--- src/rtl/tmr_pkg.sv ---
package tmr_pkg;
    localparam int NUM_CH = 2;
    localparam int FLAG_W = NUM_CH + 1;
    localparam int ADDR_W = 3;

    typedef enum logic [1:0] {CS_NONE, CS_PRESC, CS_EXT_RISE, CS_EXT_FALL} clk_sel_e;
    typedef enum logic [1:0] {WM_NORMAL, WM_CTC, WM_FAST_PWM, WM_PHASE_PWM} wave_mode_e;
    typedef enum logic {ST_COUNT_UP, ST_COUNT_DOWN} dir_state_e;

    localparam logic [ADDR_W-1:0] A_COUNT   = 3'd0;
    localparam logic [ADDR_W-1:0] A_CMPA    = 3'd1;
    localparam logic [ADDR_W-1:0] A_TOP     = 3'd3;
    localparam logic [ADDR_W-1:0] A_CTRL    = 3'd4;
    localparam logic [ADDR_W-1:0] A_FLAGCLR = 3'd5;
    localparam logic [ADDR_W-1:0] A_MASK    = 3'd6;
endpackage

--- src/rtl/tmr_tick_sel.sv ---
module tmr_tick_sel
    import tmr_pkg::*;
#(
    parameter int SYNC_STAGES = 2
) (
    input  logic     clk,
    input  logic     rst_n,
    input  clk_sel_e sel,
    input  logic     presc_tick,
    input  logic     ext_pin,
    output logic     tick
);
    localparam int SH_W = SYNC_STAGES + 1;

    logic [SH_W-1:0] sh;
    logic            rise, fall;

    always_ff @(posedge clk or negedge rst_n) begin
        if (!rst_n) sh <= '0;
        else        sh <= {sh[SH_W-2:0], ext_pin};
    end

    assign rise = sh[SYNC_STAGES-1] & ~sh[SYNC_STAGES];
    assign fall = ~sh[SYNC_STAGES-1] & sh[SYNC_STAGES];

    always_comb begin
        unique case (sel)
            CS_NONE:     tick = 1'b0;
            CS_PRESC:    tick = presc_tick;
            CS_EXT_RISE: tick = rise;
            CS_EXT_FALL: tick = fall;
            default:     tick = 1'b0;
        endcase
    end
endmodule

--- src/rtl/tmr_counter.sv ---
module tmr_counter
    import tmr_pkg::*;
#(
    parameter int W = 16
) (
    input  logic         clk,
    input  logic         rst_n,
    input  logic         tick,
    input  wave_mode_e   mode,
    input  logic [W-1:0] top_val,
    input  logic         ld_en,
    input  logic [W-1:0] ld_val,
    output logic [W-1:0] cnt,
    output dir_state_e   dir,
    output logic         top_evt,
    output logic         ovf_evt
);
    localparam logic [W-1:0] MAXV = '1;
    localparam logic [W-1:0] ONE  = W'(1);

    dir_state_e   state, nxt_state;
    logic [W-1:0] nxt_cnt;
    logic         at_top;

    always_ff @(posedge clk or negedge rst_n) begin
        if (!rst_n) begin
            state <= ST_COUNT_UP;
            cnt   <= '0;
        end else begin
            state <= nxt_state;
            cnt   <= nxt_cnt;
        end
    end

    assign dir    = state;
    assign at_top = (mode == WM_CTC) ? (cnt == top_val) : (cnt >= top_val);

    always_comb begin
        nxt_state = state;
        nxt_cnt   = cnt;
        top_evt   = 1'b0;
        ovf_evt   = 1'b0;
        unique case (mode)
            WM_NORMAL: begin
                nxt_state = ST_COUNT_UP;
                if (tick) begin
                    nxt_cnt = cnt + ONE;
                    top_evt = (cnt == MAXV);
                    ovf_evt = (cnt == MAXV);
                end
            end
            WM_CTC, WM_FAST_PWM: begin
                nxt_state = ST_COUNT_UP;
                if (tick) begin
                    if (at_top) begin
                        nxt_cnt = '0;
                        top_evt = 1'b1;
                        ovf_evt = 1'b1;
                    end else begin
                        nxt_cnt = cnt + ONE;
                    end
                end
            end
            WM_PHASE_PWM: begin
                unique case (state)
                    ST_COUNT_UP: if (tick) begin
                        if (at_top) begin
                            nxt_state = ST_COUNT_DOWN;
                            nxt_cnt   = (cnt == '0) ? '0 : cnt - ONE;
                            top_evt   = 1'b1;
                        end else begin
                            nxt_cnt = cnt + ONE;
                        end
                    end
                    ST_COUNT_DOWN: if (tick) begin
                        if (cnt == '0) begin
                            nxt_state = ST_COUNT_UP;
                            nxt_cnt   = (top_val == '0) ? '0 : ONE;
                            ovf_evt   = 1'b1;
                        end else begin
                            nxt_cnt = cnt - ONE;
                        end
                    end
                    default: nxt_state = ST_COUNT_UP;
                endcase
            end
            default: nxt_state = ST_COUNT_UP;
        endcase
        if (ld_en) nxt_cnt = ld_val;
    end
endmodule

--- src/rtl/tmr_channel.sv ---
module tmr_channel
    import tmr_pkg::*;
#(
    parameter int W = 16
) (
    input  logic         clk,
    input  logic         rst_n,
    input  logic         tick,
    input  wave_mode_e   mode,
    input  dir_state_e   dir,
    input  logic [W-1:0] cnt,
    input  logic         top_evt,
    input  logic         wr_buf,
    input  logic [W-1:0] wr_val,
    output logic [W-1:0] act,
    output logic         match,
    output logic         wave
);
    logic [W-1:0] buf_val;
    logic         pwm_mode;

    assign pwm_mode = (mode == WM_FAST_PWM) || (mode == WM_PHASE_PWM);
    assign match    = tick && (cnt == act);

    always_ff @(posedge clk or negedge rst_n) begin
        if (!rst_n) begin
            buf_val <= '0;
            act     <= '0;
        end else begin
            if (wr_buf) buf_val <= wr_val;
            if (!pwm_mode || top_evt) act <= buf_val;
        end
    end

    always_ff @(posedge clk or negedge rst_n) begin
        if (!rst_n) begin
            wave <= 1'b0;
        end else begin
            unique case (mode)
                WM_NORMAL, WM_CTC: if (match) wave <= ~wave;
                WM_FAST_PWM: begin
                    if (top_evt)    wave <= 1'b1;
                    else if (match) wave <= 1'b0;
                end
                WM_PHASE_PWM: if (match) wave <= (dir == ST_COUNT_DOWN);
                default: wave <= wave;
            endcase
        end
    end
endmodule

--- src/rtl/pwm_timer16.sv ---
module pwm_timer16
    import tmr_pkg::*;
#(
    parameter int W = 16
) (
    input  logic              clk,
    input  logic              rst_n,
    input  logic              presc_tick,
    input  logic              ext_pin,
    input  logic              wr_en,
    input  logic [ADDR_W-1:0] wr_addr,
    input  logic [W-1:0]      wr_data,
    output logic [NUM_CH-1:0] wave_out,
    output logic [FLAG_W-1:0] flags,
    output logic [FLAG_W-1:0] irq_mask,
    output logic              irq
);
    clk_sel_e          clk_sel;
    wave_mode_e        mode;
    dir_state_e        dir;
    logic [W-1:0]      top_reg, top_val, cnt;
    logic              tick, top_evt, ovf_evt;
    logic [W-1:0]      cmp_act [NUM_CH];
    logic [NUM_CH-1:0] match;
    logic [FLAG_W-1:0] flag_clr;
    logic              unused_bits;

    assign unused_bits = ^wr_data[W-1:4];

    always_ff @(posedge clk or negedge rst_n) begin
        if (!rst_n) begin
            clk_sel  <= CS_NONE;
            mode     <= WM_NORMAL;
            top_reg  <= '0;
            irq_mask <= '0;
        end else if (wr_en) begin
            if (wr_addr == A_CTRL) begin
                clk_sel <= clk_sel_e'(wr_data[1:0]);
                mode    <= wave_mode_e'(wr_data[3:2]);
            end
            if (wr_addr == A_TOP)  top_reg  <= wr_data;
            if (wr_addr == A_MASK) irq_mask <= wr_data[FLAG_W-1:0];
        end
    end

    tmr_tick_sel #(.SYNC_STAGES(2)) u_tick (
        .clk(clk), .rst_n(rst_n), .sel(clk_sel), .presc_tick(presc_tick),
        .ext_pin(ext_pin), .tick(tick)
    );

    always_comb begin
        unique case (mode)
            WM_NORMAL: top_val = '1;
            WM_CTC:    top_val = cmp_act[0];
            default:   top_val = top_reg;
        endcase
    end

    tmr_counter #(.W(W)) u_cnt (
        .clk(clk), .rst_n(rst_n), .tick(tick), .mode(mode), .top_val(top_val),
        .ld_en(wr_en && wr_addr == A_COUNT), .ld_val(wr_data),
        .cnt(cnt), .dir(dir), .top_evt(top_evt), .ovf_evt(ovf_evt)
    );

    for (genvar i = 0; i < NUM_CH; i++) begin : g_ch
        tmr_channel #(.W(W)) u_ch (
            .clk(clk), .rst_n(rst_n), .tick(tick), .mode(mode), .dir(dir),
            .cnt(cnt), .top_evt(top_evt),
            .wr_buf(wr_en && wr_addr == (A_CMPA + ADDR_W'(i))), .wr_val(wr_data),
            .act(cmp_act[i]), .match(match[i]), .wave(wave_out[i])
        );
    end

    assign flag_clr = (wr_en && wr_addr == A_FLAGCLR) ? wr_data[FLAG_W-1:0] : '0;

    always_ff @(posedge clk or negedge rst_n) begin
        if (!rst_n) flags <= '0;
        else        flags <= (flags & ~flag_clr) | {ovf_evt, match};
    end

    assign irq = |(flags & irq_mask);
endmodule

--- config.mk ---
export PLATFORM = sky130hd
export DESIGN_NAME = pwm_timer16
export DESIGN_NICKNAME = d
export VERILOG_FILES = /design/src/rtl/tmr_pkg.sv /design/src/rtl/tmr_tick_sel.sv /design/src/rtl/tmr_counter.sv /design/src/rtl/tmr_channel.sv /design/src/rtl/pwm_timer16.sv
export SDC_FILE = /design/constraint.sdc
export NUM_CORES = 1
export LEC_CHECK = 0
export CAP_MARGIN = 30
export CORE_ASPECT_RATIO = 1.25
export CORE_MARGIN = 1.5
export CORE_UTILIZATION = 60
export DETAILED_ROUTE_END_ITERATION = 8
export DONT_BUFFER_PORTS = 1
export HOLD_SLACK_MARGIN = 0.15
export PLACE_DENSITY = 0.76
export SYNTH_ARGS = -nofsm -noshare
export SYNTH_HDL_FRONTEND = slang
export SYNTH_SLANG_ARGS = --single-unit
--- constraint.sdc ---
create_clock -name clk -period 4 [get_ports clk]
set_clock_uncertainty 0.1 [all_clocks]
set_input_delay 0.4 -clock clk [delete_from_list [all_inputs] [get_ports clk]]
set_output_delay 0.4 -clock clk [all_outputs]
set_load 0.01 [all_outputs]
After elaboration in Yosys (flattened, before gate mapping):

Index checks and enable logic that the tools add are counted.

* muxes and demuxes: 39
* bitwise operators: 11
* add/sub/neg operators: 2
* equality and inequality tests: 26
* reductions and logical operators: 24
* magnitude comparators: 1

Operator list (number)
* 2-to-1 mux 16 bit: 9
* case mux 16 bit (2 select lines): 2
* == test 16 bit: 3
* case mux 16 bit (3 select lines): 1
* zero test 16 bit: 2
* 2-to-1 mux 1 bit: 19
* adder 16 x 1 -> 16 bit (second input constant): 1
* == test 16 bit (second input constant): 1
* greater-or-equal comparator 16 bit: 1
* subtractor 16 x 1 -> 16 bit (second input constant): 1
* case mux 1 bit (3 select lines): 4
* == test 3 bit (second input constant): 3
* inequality test 3 x 1 -> 1 bit (second input constant): 3
* == test 2 bit (second input constant): 4
* inequality test 2 x 1 -> 1 bit (second input constant): 4
* inequality test 4 x 3 -> 1 bit (second input constant): 2
* AND 3 bit: 2
* == test 3 x 2 -> 1 bit (second input constant): 2
* logical AND 1 bit: 6
* AND reduction 2 bit: 3
* AND reduction 3 bit: 2
* OR reduction 3 bit: 2
* NOT 1 bit: 5
* == test 2 x 1 -> 1 bit (second input constant): 2
* other kinds (14): 19

* bits of input ports: 24
* register bits after elaboration: 112
* output and inout port bits: 9
* word-level logic and storage cells: 117

Depth between registers and ports, before layout:

Gate-level depths: netlist of the first run.

* word-level depth: 10
* mapped depth: 17
* mapped depth without buffers: 14

Modules after synthesis:

Synthesis of the first run repeated with hierarchy kept, for this count alone.

* cell total of the unflattened synthesis: 602
* area total of the unflattened synthesis: 6511.2 µm²

By module, submodules not included
* tmr_channel: seq. area each 825.8 µm², times used 2, area each 1430.1 µm², cells each 98
* tmr_counter: seq. area each 425.4 µm², times used 1, area each 2223.4 µm², cells each 293
* pwm_timer16: seq. area each 650.6 µm², times used 1, area each 1320.0 µm², cells each 106
* tmr_tick_sel: seq. area each 75.1 µm², times used 1, area each 107.6 µm², cells each 7

Worst setup path after synthesis of the first run:

OpenSTA, ideal clock, no wires.

* path kind: register to register
* start: reg mode[1]
* end: reg g_ch[0].u_ch.act[12]
* data arrival time: 3.363 ns
* path slack: 0.412 ns
* data required time: 3.775 ns
* cell stages (with the launch flop): 17
* clock period less this slack: 3.588 ns
* library setup time: 0.125 ns
* path through: dfrtp_1 -> inv_1 -> ha_1 -> buf_6 -> buf_6 -> clkbuf_1 -> nor2b_1 -> a211oi_1 -> ha_1 -> and3_1 -> a221o_1 -> nand2_1 -> a31o_2 -> o21ai_2 -> nor2_2 -> buf_4 -> mux2_2

* cells in the longest elaborated chain, start to end: 9

RTL lines
* from (decl): line pwm_timer16.sv:19 `wave_mode_e mode;`
* from (signal assigned): line pwm_timer16.sv:39 `mode <= wave_mode_e'(wr_data[3:2]);`
* == test 2 x 1 -> 1 bit or zero test 2 bit (tied branches): line tmr_counter.sv:36, tmr_counter.sv:43, pwm_timer16.sv:52
* case mux 16 bit (2 select lines): line pwm_timer16.sv:52 `unique case (mode)`
* greater-or-equal comparator 16 bit or == test 16 bit (tied branches): line tmr_counter.sv:36 `assign at_top = (mode == WM_CTC) ? (cnt == top_val) : (cnt >= top_val);`
* 2-to-1 mux 1 bit: line tmr_counter.sv:36
* 2-to-1 mux 1 bit: line tmr_counter.sv:55, tmr_counter.sv:67
* 2-to-1 mux 1 bit: line tmr_counter.sv:54 `if (tick) begin`
* 2-to-1 mux 1 bit: line tmr_counter.sv:65 `unique case (state)`
* case mux 1 bit (3 select lines): line tmr_counter.sv:43 `unique case (mode)`
* logical OR 1 bit *: line tmr_channel.sv:31 `if (!pwm_mode || top_evt) act <= buf_val;`
* to (signal assigned): line tmr_channel.sv:31
* to (decl): line tmr_channel.sv:15 `output logic [W-1:0] act,`

Every way passes the cells marked *; elsewhere a longest branch is shown, timed or not.
A chain may end at the register's enable or synchronous reset.

Final worst setup path of the first run:

* start: reg mode[1]
* end: reg u_cnt.cnt[6]

* cells in the longest elaborated chain, start to end: 9

RTL lines
* == test 2 x 1 -> 1 bit or zero test 2 bit (tied branches): line tmr_counter.sv:36, tmr_counter.sv:43, pwm_timer16.sv:52
* case mux 16 bit (2 select lines): line pwm_timer16.sv:52
* greater-or-equal comparator 16 bit or == test 16 bit (tied branches): line tmr_counter.sv:36
* 2-to-1 mux 1 bit: line tmr_counter.sv:36
* 2-to-1 mux 16 bit: line tmr_counter.sv:67 `if (at_top) begin`
* 2-to-1 mux 16 bit: line tmr_counter.sv:66 `ST_COUNT_UP: if (tick) begin`
* case mux 16 bit (2 select lines): line tmr_counter.sv:65
* case mux 16 bit (3 select lines): line tmr_counter.sv:43
* 2-to-1 mux 16 bit: line tmr_counter.sv:89 `if (ld_en) nxt_cnt = ld_val;`
* to (signal assigned): line tmr_counter.sv:31 `cnt <= nxt_cnt;`
* to (decl): line tmr_counter.sv:13 `output logic [W-1:0] cnt,`

Parallel ways exist; a longest one is shown, timed or not. The select of a mux whose other input is x is not followed.

==> results.md, run 1 <==
* CP max stage cell: dfrtp_1
* Max-slew violations at 0
* Setup crit end kind: register
* GRT overflow at 0
* Hold Path Class: input pin to register
* R2R Setup Slk at 0.16 ns
* Post-DP HPWL at approximately 12000 um
* Tightest Pin Transition at 0.9794 ns
* WHS Endpoint: u_cnt.cnt[10]
* Path type of the worst setup path: register to register
* Final GP Congestion at 0.9614
* Core Rows at 42
* Final ANT Viol Nets at 0
* DIE AREA at 11690 um2
* Worst-skew pair later-pin latency at 0.36 ns
* Crit path cell chain: inv_1 > ha_1 > buf_4 > nor2b_1 > a211oi_1 > ha_1 > and3_1 > a221o_1 > nand2_1 > a31oi_2 > o21bai_2 > o211ai_1 > a221oi_1 > a211oi_1
* R2R cell count at 14
* Vias in the first global route at 5186
* Worst r2r src: mode[1]
* CTS buffer count at 9
* Tcrit/Tclk final at 0.9595
* Syn_nets at 682
* Num Clock Sinks at 112
* Port bufs at 0
* Max Cap Viol at 0
* Setup bufs post-CTS at 0
* Root buf cell: clkbuf_16
* Total Wirelength at 17530 um
* Die width at 97.02 um
* Biggest registers after layout: g_ch.u_ch.act x32, g_ch.u_ch.buf_val x32
* DRT iter0 DRCs at 444
* Antenna cells at 0
* Synth Cell Area at roughly 6600 um2
* DR pass1 iterations at 6
* Fin. Hold Viols at 0
* Cell count after synthesis at 634
* DR WL/cell at 22.50 um
* Share of flip-flops with an asynchronous set or reset at 1.000
* Pin count of the biggest net entering global routing at 113
* CP arrival at 3.93 ns
* WHS Path Cells at 2
* Post-synth cell types at 73
* Area delta synth->final at 8.890%
* Vias per cell at 6.625
* Final setup violating endpoints at 0
* Via Count at 5161
* WHS at 0.1732 ns
* RR Endpoint: u_cnt.cnt[6]
* Tmin final at around 3.8 ns
* Buf/Inv on CP at 2
* Peak supply drop at 0.4141 mV
* Outcome: complete, no violations
* Clock transition at path regs at around 0.080 ns
* Share of cells above drive strength 1 at 0.1963
* Die height at 120.5 um
* Antenna violations before repair at 0
* Starting density of the core at 0.6214
* Rel. slew slack at 0.3410
* I/O pin count at 33
* Max stage delay on crit path at 0.41 ns
* Final #Nets at between 600 and 700
* Number of synthesized flops with an enable pin at 0
* FMAX at 0.2605 GHz
* RSZ-0062 raised after global routing: yes
* Top FF cell, synth: dfrtp_1
* P per Cell Area at 694.9 nW/um2
* Core Util, Final at 0.6766
* Gr usage total at 0.3131
* Crit Path Max Fanout at 17
* First-pass GRT wire length at 28310 um
* CP Launch Type: register
* CP top delay family: compound AO/OA/AOI/OAI gates
* Yosys reg bits at about 110
* Core Region at 10670 um2
* Hold wc startpoint: wr_data[10]
* CTS tree: done
* Max Root-Sink Buffers at 2
* CP Data Required Time at 4.10 ns
* Avg Inst Size Synth at approximately 10 um2
* Yosys warns at 0
* Leak at 2.958 nW
* Drc violations at 0
* Seq/Total Area, Yosys at 0.4228
* H-tree Lvls at 3
==> report_power, final <==
part	switching [mW]	internal (mW)	total [mW]
registers	0.417	1.49	1.91
logic	1.22	0.996	2.22
clock network	0.453	0.436	0.890
==> worst register-to-register path, stage by stage, from the launching register on <==
cell      delay [ns]
dfrtp_1         0.41
inv_1           0.13
ha_1            0.24
buf_4           0.26
nor2b_1         0.09
a211oi_1        0.35
ha_1            0.33
and3_1          0.21
a221o_1         0.35
nand2_1         0.10
a31oi_2         0.16
o21bai_2        0.37
o211ai_1        0.13
a221oi_1        0.36
a211oi_1        0.11
==> placed cells by master (no fill, tap or decap), types with 3 or more instances in the layout <==
master,Yosys,routed
a211oi_1,16,16
a21o_1,3,3
a21oi_1,29,29
and2_1,5,5
and3_1,5,5
buf_4,7,17
clkbuf_16,0,9
dfrtp_1,112,112
dlygate4sd3_1,0,18
ha_1,24,24
inv_1,16,16
mux2_1,15,15
mux2_2,72,72
nand2_1,37,36
nand3_1,14,14
nand4_1,18,18
nand4b_1,3,3
nor2_1,43,43
nor2_2,3,3
nor2b_1,16,16
nor3_1,15,15
nor4_1,6,6
o211ai_1,6,6
o21ai_0,19,19
o22ai_1,8,8
o311ai_0,3,3
o31ai_1,5,5
xnor2_1,40,40
xor2_1,5,5
==> what timing repair did <==
| item | 4_1_cts | 5_1_grt |
|---|---|---|
| hold buffers | 19 | 0 |
| gates resized for setup | 0 | 1 |
| endpoints found under the setup margin | 0 | 2 |
| endpoints found under the hold margin | 181 | 0 |
==> how the worst max path moves through the flow <==
stage / start / end / slack [ns] / depth (start not counted)
floorplan: mode[1] / g_ch[0].u_ch.act[12] / 0.41 / 16
global placement: mode[1] / u_cnt.cnt[13] / 0.39 / 15
detailed placement: mode[1] / u_cnt.cnt[6] / 0.20 / 15
CTS: mode[1] / u_cnt.cnt[6] / 0.15 / 15
global route: mode[1] / u_cnt.cnt[6] / -0.01 / 14
finish: mode[1] / u_cnt.cnt[6] / 0.16 / 14
==> per-layer routing <==
layer	track usage	wire length, um	vias up
met4	0.1268	535	0
met2	0.5079	8441	208
li1	-	-	2324
met1	0.4161	7344	2578
met3	0.05954	1209	51
met5	0	0	-
==> cell type report <==
cell class              count  area (um2)
flip-flops and latches    112        2803
repair buffers             37       355.3
multi-input cells         467        3543
clock buffers               9       225.2
clock inverters             6       66.31
well taps                 132       165.2
fillers                   795        3450
inverters                  16       60.06
==> synthesized netlist by cell type (5+ instances only) <==
master	count	share of area
o211ai_1	6	0.0068
nand2_1	37	0.021
xor2_1	5	0.0066
nand3_1	14	0.011
buf_4	7	0.0079
inv_1	16	0.0091
a21oi_1	29	0.022
o22ai_1	8	0.0076
buf_6	6	0.010
nor4_1	6	0.0057
nor2_1	43	0.024
dfrtp_1	112	0.42
buf_2	6	0.0045
ha_1	24	0.045
o31ai_1	5	0.0057
a211oi_1	16	0.018
and3_1	5	0.0047
mux2_2	72	0.12
mux2_1	15	0.025
nor3_1	15	0.011
and2_1	5	0.0047
nand4_1	18	0.017
nor2b_1	16	0.015
clkbuf_1	19	0.011
o21ai_0	19	0.014
xnor2_1	40	0.053
==> through the flow <==
| stage | worst slack [ns] | area [um2] | total power, mW | setup TNS [ns] | std cells |
|---|---|---|---|---|---|
| final | 0.1618 | 7218 | 5.016 | 0 | 779 |
| after detailed placement | 0.2040 | 6716 | 4.034 | 0 | 745 |
| after global placement | 0.3922 | 6716 | 3.983 | 0 | 745 |
| after floorplan | 0.4124 | 6629 | 3.496 | 0 | 634 |
| after global routing | -0.01386 | 7218 | 5.303 | -0.01386 | 779 |
| after CTS | 0.1541 | 7216 | 4.978 | 0 | 779 |
==> cells by family after synthesis <==
kind of cell	synth area share
AOI/OAI and AO/OA	0.1272
muxes	0.1493
DFF	0.4228
and+or+nand+nor	0.1529
adders and majority gates	0.04530
xor gates and xnor gates	0.05946
buffers and inverters	0.04303
(Power assumes the default switching activity.)
==> run 2: changes to the inputs <==
--- a/config.mk
+++ b/config.mk
@@ -15,4 +15,5 @@
 export PLACE_DENSITY = 0.76
 export SYNTH_ARGS = -nofsm -noshare
 export SYNTH_HDL_FRONTEND = slang
+export SYNTH_HIERARCHICAL = 1
 export SYNTH_SLANG_ARGS = --single-unit
==> run 2 against run 1 <==
Count of clock-buffer cells in the layout up 1; synthesized cell count down 5.0%; non-clock buffer count is 10 higher; critical endpoint is now g_ch[1].u_ch/act[7]; largest power group unchanged; highest routed layer unchanged.
==> results.md, run 2 <==
* Outcome: complete, no violations
* Tightest Pin Transition at 0.9313 ns
* Path type of the worst setup path: register to register
* DRT iter0 DRCs at 405
* Critical Path Stages at 14
* Max stage delay on crit path at 0.46 ns
* CP Launch Type: register
* H-tree Lvls at 3
* Gr usage total at 0.3269
* DR WL/cell at 23.13 um
* Share of cells above drive strength 1 at 0.2472
* Syn_nets at between 600 and 700
* CP top delay family: compound AO/OA/AOI/OAI gates
* Area leader, netlist: dfrtp_1
* CTS buffer count at 9
* Tcrit/Tclk final at 0.9601
* Worst r2r src: mode[1]
* Area delta synth->final at 11.99%
* Worst setup path end: g_ch[1].u_ch/act[7]
* Peak supply drop at 0.3384 mV
* Vias in the first global route at a little under 5000
* Crit path cell chain: nand2b_2 > buf_4 > a2bb2oi_1 > inv_1 > ha_1 > nand4_1 > a2111oi_4 > o41ai_4 > nand2b_1 > nand2_1 > o31ai_2 > nand2b_1 > buf_4 > mux2_2
* Routed wl met2 at 8479 um
* I/O pin count at 33
* Via Count at 5066
* Yosys warns at 6
* PnR worst setup slack at between 0.15 and 0.2 ns
* Drc violations at 0
* RR Endpoint: g_ch[1].u_ch/act[7]
* Yosys reg bits at roughly 110
* Post-synth cell types at 71
* Max Root-Sink Buffers at 2
* R2R cell count at 14
* CP Data Required Time at between 4 and 5 ns
* Final instance area at 7292 um2
* Root buf cell: clkbuf_16
* Top FF cell, synth: dfrtp_1
* Max Cap Viol at 0
* Area contributors post-synth: dfrtp_1 (43%), mux2_2 (13%), xnor2_1 (4.8%)
* Biggest registers after layout: g_ch.u_ch/act x32, g_ch.u_ch/buf_val x32
* Core Util, Final at 0.6904
* P per Cell Area at 640.4 nW/um2
* Area after DPL at ~6800 um2
* Total power at 4.670 mW
* Synth Cell Area at 6511 um2
* Fin. Hold Viols at 0
* Port bufs at 0
* Total Wirelength at 17740 um
* Antenna violations before repair at 0
* CTS tree: done
* Setup TNS at 0 ns
* Share of flip-flops with an asynchronous set or reset at 1.000
* Max-slew violations at 0
* Count leader, synth: dfrtp_1
* Number of synthesized flops with an enable pin at 0
* Final setup violating endpoints at 0
* Setup crit end kind: register
* Starting density of the core at 0.6164
* Placement Setup Slack at 0.1033 ns
* R2R Setup Slk at 0.16 ns
* Clock transition at path regs at 0.08 ns
* DR pass1 iterations at 5
* Post-DP HPWL at roughly 12000 um
* Vias per cell at roughly 6.6
* CP arrival at slightly below 4 ns
* Max Used Layer: met4
* Worst-skew pair later-pin latency at around 0.35 ns
* DP Cell Count at 732
* CP max stage cell: a2111oi_4
* RSZ-0062 raised after global routing: no
* Cell count after synthesis at between 600 and 700
* Seq/Total Area, Yosys at 0.4304
* Final ANT Viol Nets at 0
* Num Clock Sinks at between 100 and 150
* Final GP Congestion at between 1 and 1.5
* Core Rows at 42
* Antenna cells at 0
* Metal1 wirelength at 7331 um
* Core Region at 10560 um2
* First-pass GRT wire length at 27680 um
* DIE AREA at roughly 11000 um2
* GRT overflow at 0
* Crit Path Max Fanout at 16
* Pin count of the biggest net entering global routing at ~110
* Non-Filler Instances at 767
* Top cell type's share of synthesized area at 0.4304
* WHS at 0.1624 ns
* Avg Inst Size Synth at roughly 11 um2
* Hold Path Class: input pin to register
* Most frequent cells in the layout: dfrtp_1 (112), mux2_2 (78), inv_1 (49), xnor2_1 (36), nand2_1 (28)
* Leak at roughly 3.2 nW
* Buf/Inv on CP at 3
* Tmin final at slightly below 4 ns
* Die width at 96.18 um
* Commonest non-fill, non-tap cell in the layout: dfrtp_1
* FMAX at 0.2604 GHz
* Final #Nets at 676
* Setup crit start: mode[1]
* Met3 Wirelength at 1113 um
* Die height at 119.5 um
* Commonest cells in the netlist: dfrtp_1 (112), mux2_2 (78), inv_1 (49)
* Rel. slew slack at 0.3744
[run 2: worst min path at each step]
| stage | from | to | cells after the start |
|---|---|---|---|
| after CTS | wr_data[4] | u_cnt/cnt[4] | 2 |
| after floorplan | rst_n | clk_sel[0] | 0 |
| final | wr_data[4] | u_cnt/cnt[4] | 2 |
| after global placement | rst_n | top_reg[6] | 0 |
| after global routing | wr_data[8] | u_cnt/cnt[8] | 2 |
| after detailed placement | rst_n | top_reg[8] | 0 |
[run 2: power by group]
group / total (mW) / switching, mW / internal, mW
Combinational: 2.00 / 1.06 / 0.942
Clock: 0.847 / 0.420 / 0.427
Sequential: 1.82 / 0.355 / 1.47
Total: 4.67 / 1.83 / 2.84
[run 2: cell type report]
cell class,instances,area (um2)
Multi-Input combinational cell,410,3435
Fill cell,765,3271
Sequential cell,112,2803
Timing Repair Buffer,47,430.4
Clock buffer,10,229.0
Inverter,50,187.7
Tap cell,132,165.2
Clock inverter,6,42.54
[run 2: logic make-up (layout without fill, tap and decap cells)]
kind of cell	after synthesis	after routing	share of synthesized area
DFF	112	112	0.4304
AOI/OAI and AO/OA	104	104	0.1249
buffers and inverters	80	113	0.05073
muxes	89	89	0.1595
and+or+nand+nor	151	151	0.1330
xor gates and xnor gates	44	44	0.05919
adders and majority gates	22	22	0.04227
[run 2: layer usage]
metal | global-route usage | vias up
met5 | 0 | -
met4 | 0.1756 | 0
met3 | 0.06258 | 56
met2 | 0.4991 | 222
met1 | 0.4348 | 2554
li1 | - | 2234
[run 2: repair_timing]
action	4_1_cts	5_1_grt
hold buffers	19	0
setup buffers	0	0
gates resized for setup	0	6
setup endpoints to repair	0	42
endpoints found under the hold margin	176	0
[run 2: worst register-to-register path: cells and delay by family, from the launching register on]
kind / cells / cell delay [ns]
AOI/OAI and AO/OA: 4 / 1.12
muxes: 1 / 0.39
buffers and inverters: 3 / 0.53
and+or+nand+nor: 5 / 0.92
adders and majority gates: 1 / 0.30
DFF: 1 / 0.37
